==> src/rtl/stor_recov_pkg.sv <==
// Shared definitions for the storage port error recovery controller.
// Assumes six error classes; the lowest four are fatal.
package stor_recov_pkg;
    localparam int NUM_EV = 6;
    localparam logic [NUM_EV-1:0] FATAL_MASK = 6'b00_1111;

    typedef enum logic [1:0] {
        ST_STOPPED = 2'd0,
        ST_RUNNING = 2'd1,
        ST_FATAL   = 2'd2
    } port_state_e;
endpackage

==> src/rtl/stor_recov_status.sv <==
// Interrupt status latch bank with write-one-to-clear and a masked interrupt.
// Assumes events are single-cycle pulses; a set beats a clear on the same bit.
module stor_recov_status
    import stor_recov_pkg::*;
(
    input  logic              clk,
    input  logic              rst_n,
    input  logic [NUM_EV-1:0] evt,
    input  logic [NUM_EV-1:0] clr,
    input  logic [NUM_EV-1:0] en,
    output logic [NUM_EV-1:0] sts,
    output logic              irq
);
    logic [NUM_EV-1:0] sts_q;

    for (genvar gi = 0; gi < NUM_EV; gi++) begin : g_bit
        // Hold one status bit: set by its event, cleared by its strobe.
        always_ff @(posedge clk) begin
            if (!rst_n) sts_q[gi] <= 1'b0;
            else        sts_q[gi] <= evt[gi] | (sts_q[gi] & ~clr[gi]);
        end
    end

    // Combine enabled status bits into the interrupt line.
    always_comb irq = |(sts_q & en);

    assign sts = sts_q;

    AST_STS_SET: assert property (@(posedge clk) disable iff (!rst_n)
        (|evt) |=> ((sts_q & $past(evt)) == $past(evt)));
    AST_STS_CLR: assert property (@(posedge clk) disable iff (!rst_n)
        (|(clr & ~evt)) |=> ((sts_q & $past(clr & ~evt)) == '0));
endmodule

==> src/rtl/stor_recov_fsm.sv <==
// Port run/fatal state machine plus the received-frame discard gate.
// Assumes start is a level from software; fatal events win over any other input.
module stor_recov_fsm
    import stor_recov_pkg::*;
(
    input  logic        clk,
    input  logic        rst_n,
    input  logic        fatal_any,
    input  logic        start,
    input  logic        dev_reset,
    input  logic        new_cmd,
    output port_state_e state,
    output logic        discard
);
    port_state_e state_q, state_d;
    logic        discard_q;
    logic        armed_q;

    // Choose the next port state; fatal takes priority.
    always_comb begin
        state_d = state_q;
        if (fatal_any) begin
            state_d = ST_FATAL;
        end else begin
            case (state_q)
                ST_STOPPED: if (start)  state_d = ST_RUNNING;
                ST_RUNNING: if (!start) state_d = ST_STOPPED;
                ST_FATAL:   if (!start) state_d = ST_STOPPED;
                default:                state_d = ST_STOPPED;
            endcase
        end
    end

    // Register the port state.
    always_ff @(posedge clk) begin
        if (!rst_n) state_q <= ST_STOPPED;
        else        state_q <= state_d;
    end

    // Track the discard gate and whether a start clear has armed its release.
    always_ff @(posedge clk) begin
        if (!rst_n) begin
            discard_q <= 1'b0;
            armed_q   <= 1'b0;
        end else if (fatal_any) begin
            discard_q <= 1'b1;
            armed_q   <= 1'b0;
        end else if (discard_q) begin
            if (armed_q && (dev_reset || new_cmd)) begin
                discard_q <= 1'b0;
                armed_q   <= 1'b0;
            end else if (!start) begin
                armed_q   <= 1'b1;
            end
        end
    end

    assign state   = state_q;
    assign discard = discard_q;

    AST_FATAL_LOCK: assert property (@(posedge clk) disable iff (!rst_n)
        fatal_any |=> (state_q == ST_FATAL && discard_q));
    AST_NO_DIRECT_RESTART: assert property (@(posedge clk) disable iff (!rst_n)
        (state_q == ST_FATAL) |=> (state_q != ST_RUNNING));
    AST_NONFATAL_KEEPS_RUN: assert property (@(posedge clk) disable iff (!rst_n)
        (state_q == ST_RUNNING && start && !fatal_any) |=> (state_q == ST_RUNNING));
    AST_GATE_NEEDS_CLEAR: assert property (@(posedge clk) disable iff (!rst_n)
        (discard_q && !armed_q) |=> discard_q);
    AST_DEVRST_NO_RUN: assert property (@(posedge clk) disable iff (!rst_n)
        (dev_reset && !start && state_q != ST_RUNNING) |=> (state_q != ST_RUNNING));
endmodule

==> src/rtl/stor_recov_escape.sv <==
// Link escape request with idle-or-timeout release.
// Assumes link_idle is synchronous; a trigger while active is absorbed.
module stor_recov_escape #(
    parameter int ESC_TIMEOUT = 1024
) (
    input  logic clk,
    input  logic rst_n,
    input  logic trig,
    input  logic link_idle,
    output logic escape
);
    localparam int CW = (ESC_TIMEOUT > 1) ? $clog2(ESC_TIMEOUT) : 1;
    localparam logic [CW-1:0] LAST = CW'(ESC_TIMEOUT - 1);

    logic          esc_q;
    logic [CW-1:0] cnt_q;

    // Raise escape on trigger, drop on idle or when the window is spent.
    always_ff @(posedge clk) begin
        if (!rst_n) begin
            esc_q <= 1'b0;
            cnt_q <= '0;
        end else if (!esc_q) begin
            cnt_q <= '0;
            if (trig) esc_q <= 1'b1;
        end else if (link_idle || cnt_q == LAST) begin
            esc_q <= 1'b0;
        end else begin
            cnt_q <= cnt_q + 1'b1;
        end
    end

    assign escape = esc_q;

    AST_ESC_RISE_CAUSE: assert property (@(posedge clk) disable iff (!rst_n)
        $rose(esc_q) |-> $past(trig));
    AST_ESC_IDLE_DROP: assert property (@(posedge clk) disable iff (!rst_n)
        (esc_q && link_idle) |=> !esc_q);
    AST_ESC_BOUND: assert property (@(posedge clk) disable iff (!rst_n)
        (esc_q && cnt_q == LAST) |=> !esc_q);
endmodule

==> src/rtl/stor_recov_top.sv <==
// Per-port error recovery controller: status latching, fatal lockout and
// link escape. Assumes all inputs are synchronous to clk.
module stor_recov_top
    import stor_recov_pkg::*;
#(
    parameter int ESC_TIMEOUT = 1024
) (
    input  logic              clk,
    input  logic              rst_n,
    input  logic [NUM_EV-1:0] err_evt,
    input  logic [NUM_EV-1:0] sts_clr,
    input  logic [NUM_EV-1:0] sts_en,
    input  logic              start_bit,
    input  logic              dev_reset,
    input  logic              new_cmd,
    input  logic              frame_rx,
    input  logic              link_idle,
    output logic [NUM_EV-1:0] irq_status,
    output logic              irq,
    output logic              cmd_running,
    output logic              cmd_issue_ok,
    output logic              dma_setup_ack_ok,
    output logic              frame_post,
    output logic              link_escape
);
    logic        fatal_any;
    port_state_e state;
    logic        discard;

    // Detect any fatal-class event this cycle.
    always_comb fatal_any = |(err_evt & FATAL_MASK);

    stor_recov_status u_status (
        .clk   (clk),
        .rst_n (rst_n),
        .evt   (err_evt),
        .clr   (sts_clr),
        .en    (sts_en),
        .sts   (irq_status),
        .irq   (irq)
    );

    stor_recov_fsm u_fsm (
        .clk       (clk),
        .rst_n     (rst_n),
        .fatal_any (fatal_any),
        .start     (start_bit),
        .dev_reset (dev_reset),
        .new_cmd   (new_cmd),
        .state     (state),
        .discard   (discard)
    );

    stor_recov_escape #(.ESC_TIMEOUT(ESC_TIMEOUT)) u_escape (
        .clk       (clk),
        .rst_n     (rst_n),
        .trig      (fatal_any),
        .link_idle (link_idle),
        .escape    (link_escape)
    );

    // Decode the state into the run flag and the issue/acknowledge gates.
    always_comb begin
        cmd_running      = (state == ST_RUNNING);
        cmd_issue_ok     = cmd_running;
        dma_setup_ack_ok = cmd_running;
        frame_post       = frame_rx & ~discard;
    end

    AST_FATAL_STOPS_RUN: assert property (@(posedge clk) disable iff (!rst_n)
        fatal_any |=> (!cmd_issue_ok && !dma_setup_ack_ok));
    AST_FATAL_ESCAPE: assert property (@(posedge clk) disable iff (!rst_n)
        fatal_any |=> link_escape);
endmodule

==> config.mk <==
export PLATFORM = sky130hd
export DESIGN_NAME = stor_recov_top
export DESIGN_NICKNAME = d
export VERILOG_FILES = /design/src/rtl/stor_recov_pkg.sv /design/src/rtl/stor_recov_status.sv /design/src/rtl/stor_recov_fsm.sv /design/src/rtl/stor_recov_escape.sv /design/src/rtl/stor_recov_top.sv
export SDC_FILE = /design/constraint.sdc
export NUM_CORES = 1
export LEC_CHECK = 0
export ABC_AREA = 0
export BUFFER_PORTS_ARGS = -buffer_cell sky130_fd_sc_hd__buf_2
export CORE_MARGIN = 5
export CORE_UTILIZATION = 25
export DETAILED_ROUTE_END_ITERATION = 10
export PLACE_DENSITY = 0.41
export SKIP_LAST_GASP = 1
export SYNTH_ARGS = -nofsm -noshare
export SYNTH_HDL_FRONTEND = slang
export SYNTH_SLANG_ARGS = --single-unit
==> constraint.sdc <==
create_clock -name clk -period 2.65 [get_ports clk]
set_input_delay 0.1325 -clock clk [delete_from_list [all_inputs] [get_ports clk]]
set_output_delay 0.1325 -clock clk [all_outputs]
set_load 0.005 [all_outputs]
==> results.cfg <==
[critical_path]
cpMaxStageDelayCell = dfxtp_1
cp_cell_sequence = ha_1, and2_1, a2111oi_4, mux2i_1
reg2reg_to = u_escape.cnt_q[7]
crit_family = flip-flops
worst-r2r-cell-count = 4
crit_required_ns = 2.84
cp-start-kind = register
arrival_ns = 1.69
r2r_setup_slack_ns = 1.15
path_depth = 4
path_max_fanout = 6
slowest_delay_ns = 0.37
crit_type = register to register
worst-path-buf-inv = 0
r2r-start = u_escape.cnt_q[0]
end_kind = register

[pwr]
powerDensity_nw_per_um2 = 451
p_leak_nw = 0.553
peakVddDrop_v = 0.000252

[route]
drc = 0
totalWireLength_um = 2550
drtIter0Drc = 20
vias = 988
drt_pass1_iterations = 4
post_drt_wl_per_cell_um = 12.4
via_per_inst = 4.80
ant_nets = 0

[placement]
dp_cells = 202
place_area_um2 = 1320
port_buffers = 36
dp_hpwl_um = 2000
place_ws_ns = 1.17
routabilityCongestion = 0.807

[cts]
post-cts-setup-buffer-count = 0
clk_pin_slew_worst_paths_ns = 0.08
clock-root-buffer = clkbuf_8
h-tree-depth = 1
clk_latency_ns = 0.26
clockBufferDepth = 2
clock_sink_count = 21
numCtsBuffers = 3
hold_buffers = 0
cts_tree = built
cts_resized = 0

[synth]
yosysWarnings = 0
synth_ff_type = dfxtp_1
seq_area_frac_synth = 0.372
synth_area_um2 = 1130
synth_edf_count = 0
syn-num-nets = 150
synth_common_cells = 21 x dfxtp_1, 13 x nand2_1, 8 x nor2b_1
syn_inst = 122
synth_area_leaders = dfxtp_1 37%, o21a_1 4.6%, mux2i_1 4.4%
yosysTopAreaCellShare = 0.372
ys_async_sr_fraction = 0
synth.distinct_cells = 36
synth-seq-cells = 21
yosys.area.top_type = dfxtp_1
avgSynthCellArea_um2 = 9.27
yosysMostFrequentCell = dfxtp_1

[layout]
antennaDiodeCount = 0
final-instance-count-excl-fill = 206
fin_area_um2 = 1370
utilization = 0.312
syn2layout_area_growth_pct = 20.9
drive_gt1_frac = 0.305
fin_nets = 183

[sta]
finalHoldViolations = 0
setup_tns_ns = 0
setup_viol = 0
worst_slack_ns = 1.15
worst-slew-pin-transition_ns = 0.628
min_period_ns = 1.50
fmax_mhz = 669
max-slew-margin-rel = 0.578
period_share = 0.564
worst_clock_skew_ns = 0.00519
slew_viol_final = 0
rsz0062_at_grt = no

[global_route]
grt_pass1_vias = 973
grt-ovfl-total = 0
grt_pass1_wl_um = 4330
grt_antenna_before_repair = 0
grt.total_usage = 0.0876
grt_max_degree = 13

[floorplanning]
die_h_um = 77.3
coreArea_um2 = 4380
io_pins = 37
die_w_um = 77.3
die_area_um2 = 5970
start_util = 0.258
rows = 24

[hold_path]
whs_endpoint = u_status.sts[4]
hp-class = primary input to register
hold_path_startpoint = err_evt[4]
hold_depth = 2

[run_status]
status = complete, no violations

[flow_run]
cap_violations = 0
layout make-up:
| class | count | area [um2] |
|---|---|---|
| inverters | 6 | 22.5 |
| well taps | 52 | 65.1 |
| clock buffers | 3 | 41.3 |
| fillers | 488 | 3020 |
| multi-input cells | 87 | 633 |
| clock inverters | 1 | 5.00 |
| flip-flops and latches | 21 | 420 |
| repair buffers | 36 | 180 |
cells by family (layout without fill, tap and decap cells):
group                      after synthesis  count (layout)  synth area share
buffers and inverters                   14              46            0.0686
AOI/OAI and AO/OA                       33              33             0.229
adders and majority gates                3               3            0.0332
DFF                                     21              21             0.372
muxes                                    5               5            0.0442
and+or+nand+nor                         46              46             0.253
routing by layer:
metal,GRT usage,wire length (um),vias to the layer above
met5,0,0,-
met4,0.0258,23,0
met3,0.0445,224,2
met2,0.141,1180,27
met1,0.101,1120,453
li1,-,-,506
where the power goes:
| part | internal, mW | switching (mW) | total (mW) |
|---|---|---|---|
| clock network | 0.105 | 0.108 | 0.213 |
| registers | 0.326 | 0.00789 | 0.334 |
| logic | 0.0383 | 0.0324 | 0.0707 |
flip-flops by register name, summed over array words and instances (netlist names):
name / count
u_escape.escape: 1
u_fsm.state: 2
u_fsm.armed_q: 1
u_escape.cnt_q: 10
u_status.sts: 6
u_fsm.discard: 1
metrics by stage:
stage                     power [mW]  hold WS, ns
after floorplan                0.377        0.256
after global placement         0.412        0.348
after global routing           0.658       0.0853
after CTS                      0.636       0.0779
final                          0.617       0.0857
after detailed placement       0.413        0.358
worst max path at each step:
| stage | start | endpoint | slack, ns |
|---|---|---|---|
| floorplan | u_escape.cnt_q[0] | u_escape.cnt_q[7] | 1.24 |
| global placement | u_escape.cnt_q[0] | u_escape.cnt_q[7] | 1.21 |
| detailed placement | u_escape.cnt_q[0] | u_escape.cnt_q[7] | 1.17 |
| CTS | u_escape.cnt_q[0] | u_escape.cnt_q[7] | 1.15 |
| global route | u_escape.cnt_q[0] | u_escape.cnt_q[8] | 1.03 |
| finish | u_escape.cnt_q[0] | u_escape.cnt_q[7] | 1.15 |
cell usage in the layout, fill, tap and decap left out, types with 4 or more instances in the layout:
cell type	netlist	routed
nor4_1	4	4
dfxtp_1	21	21
o21ai_0	5	5
buf_2	2	36
o21a_1	7	7
mux2i_1	5	5
nand2_1	13	13
nor2b_1	8	8
inv_1	6	6
Power figures use the tool's default switching activity.
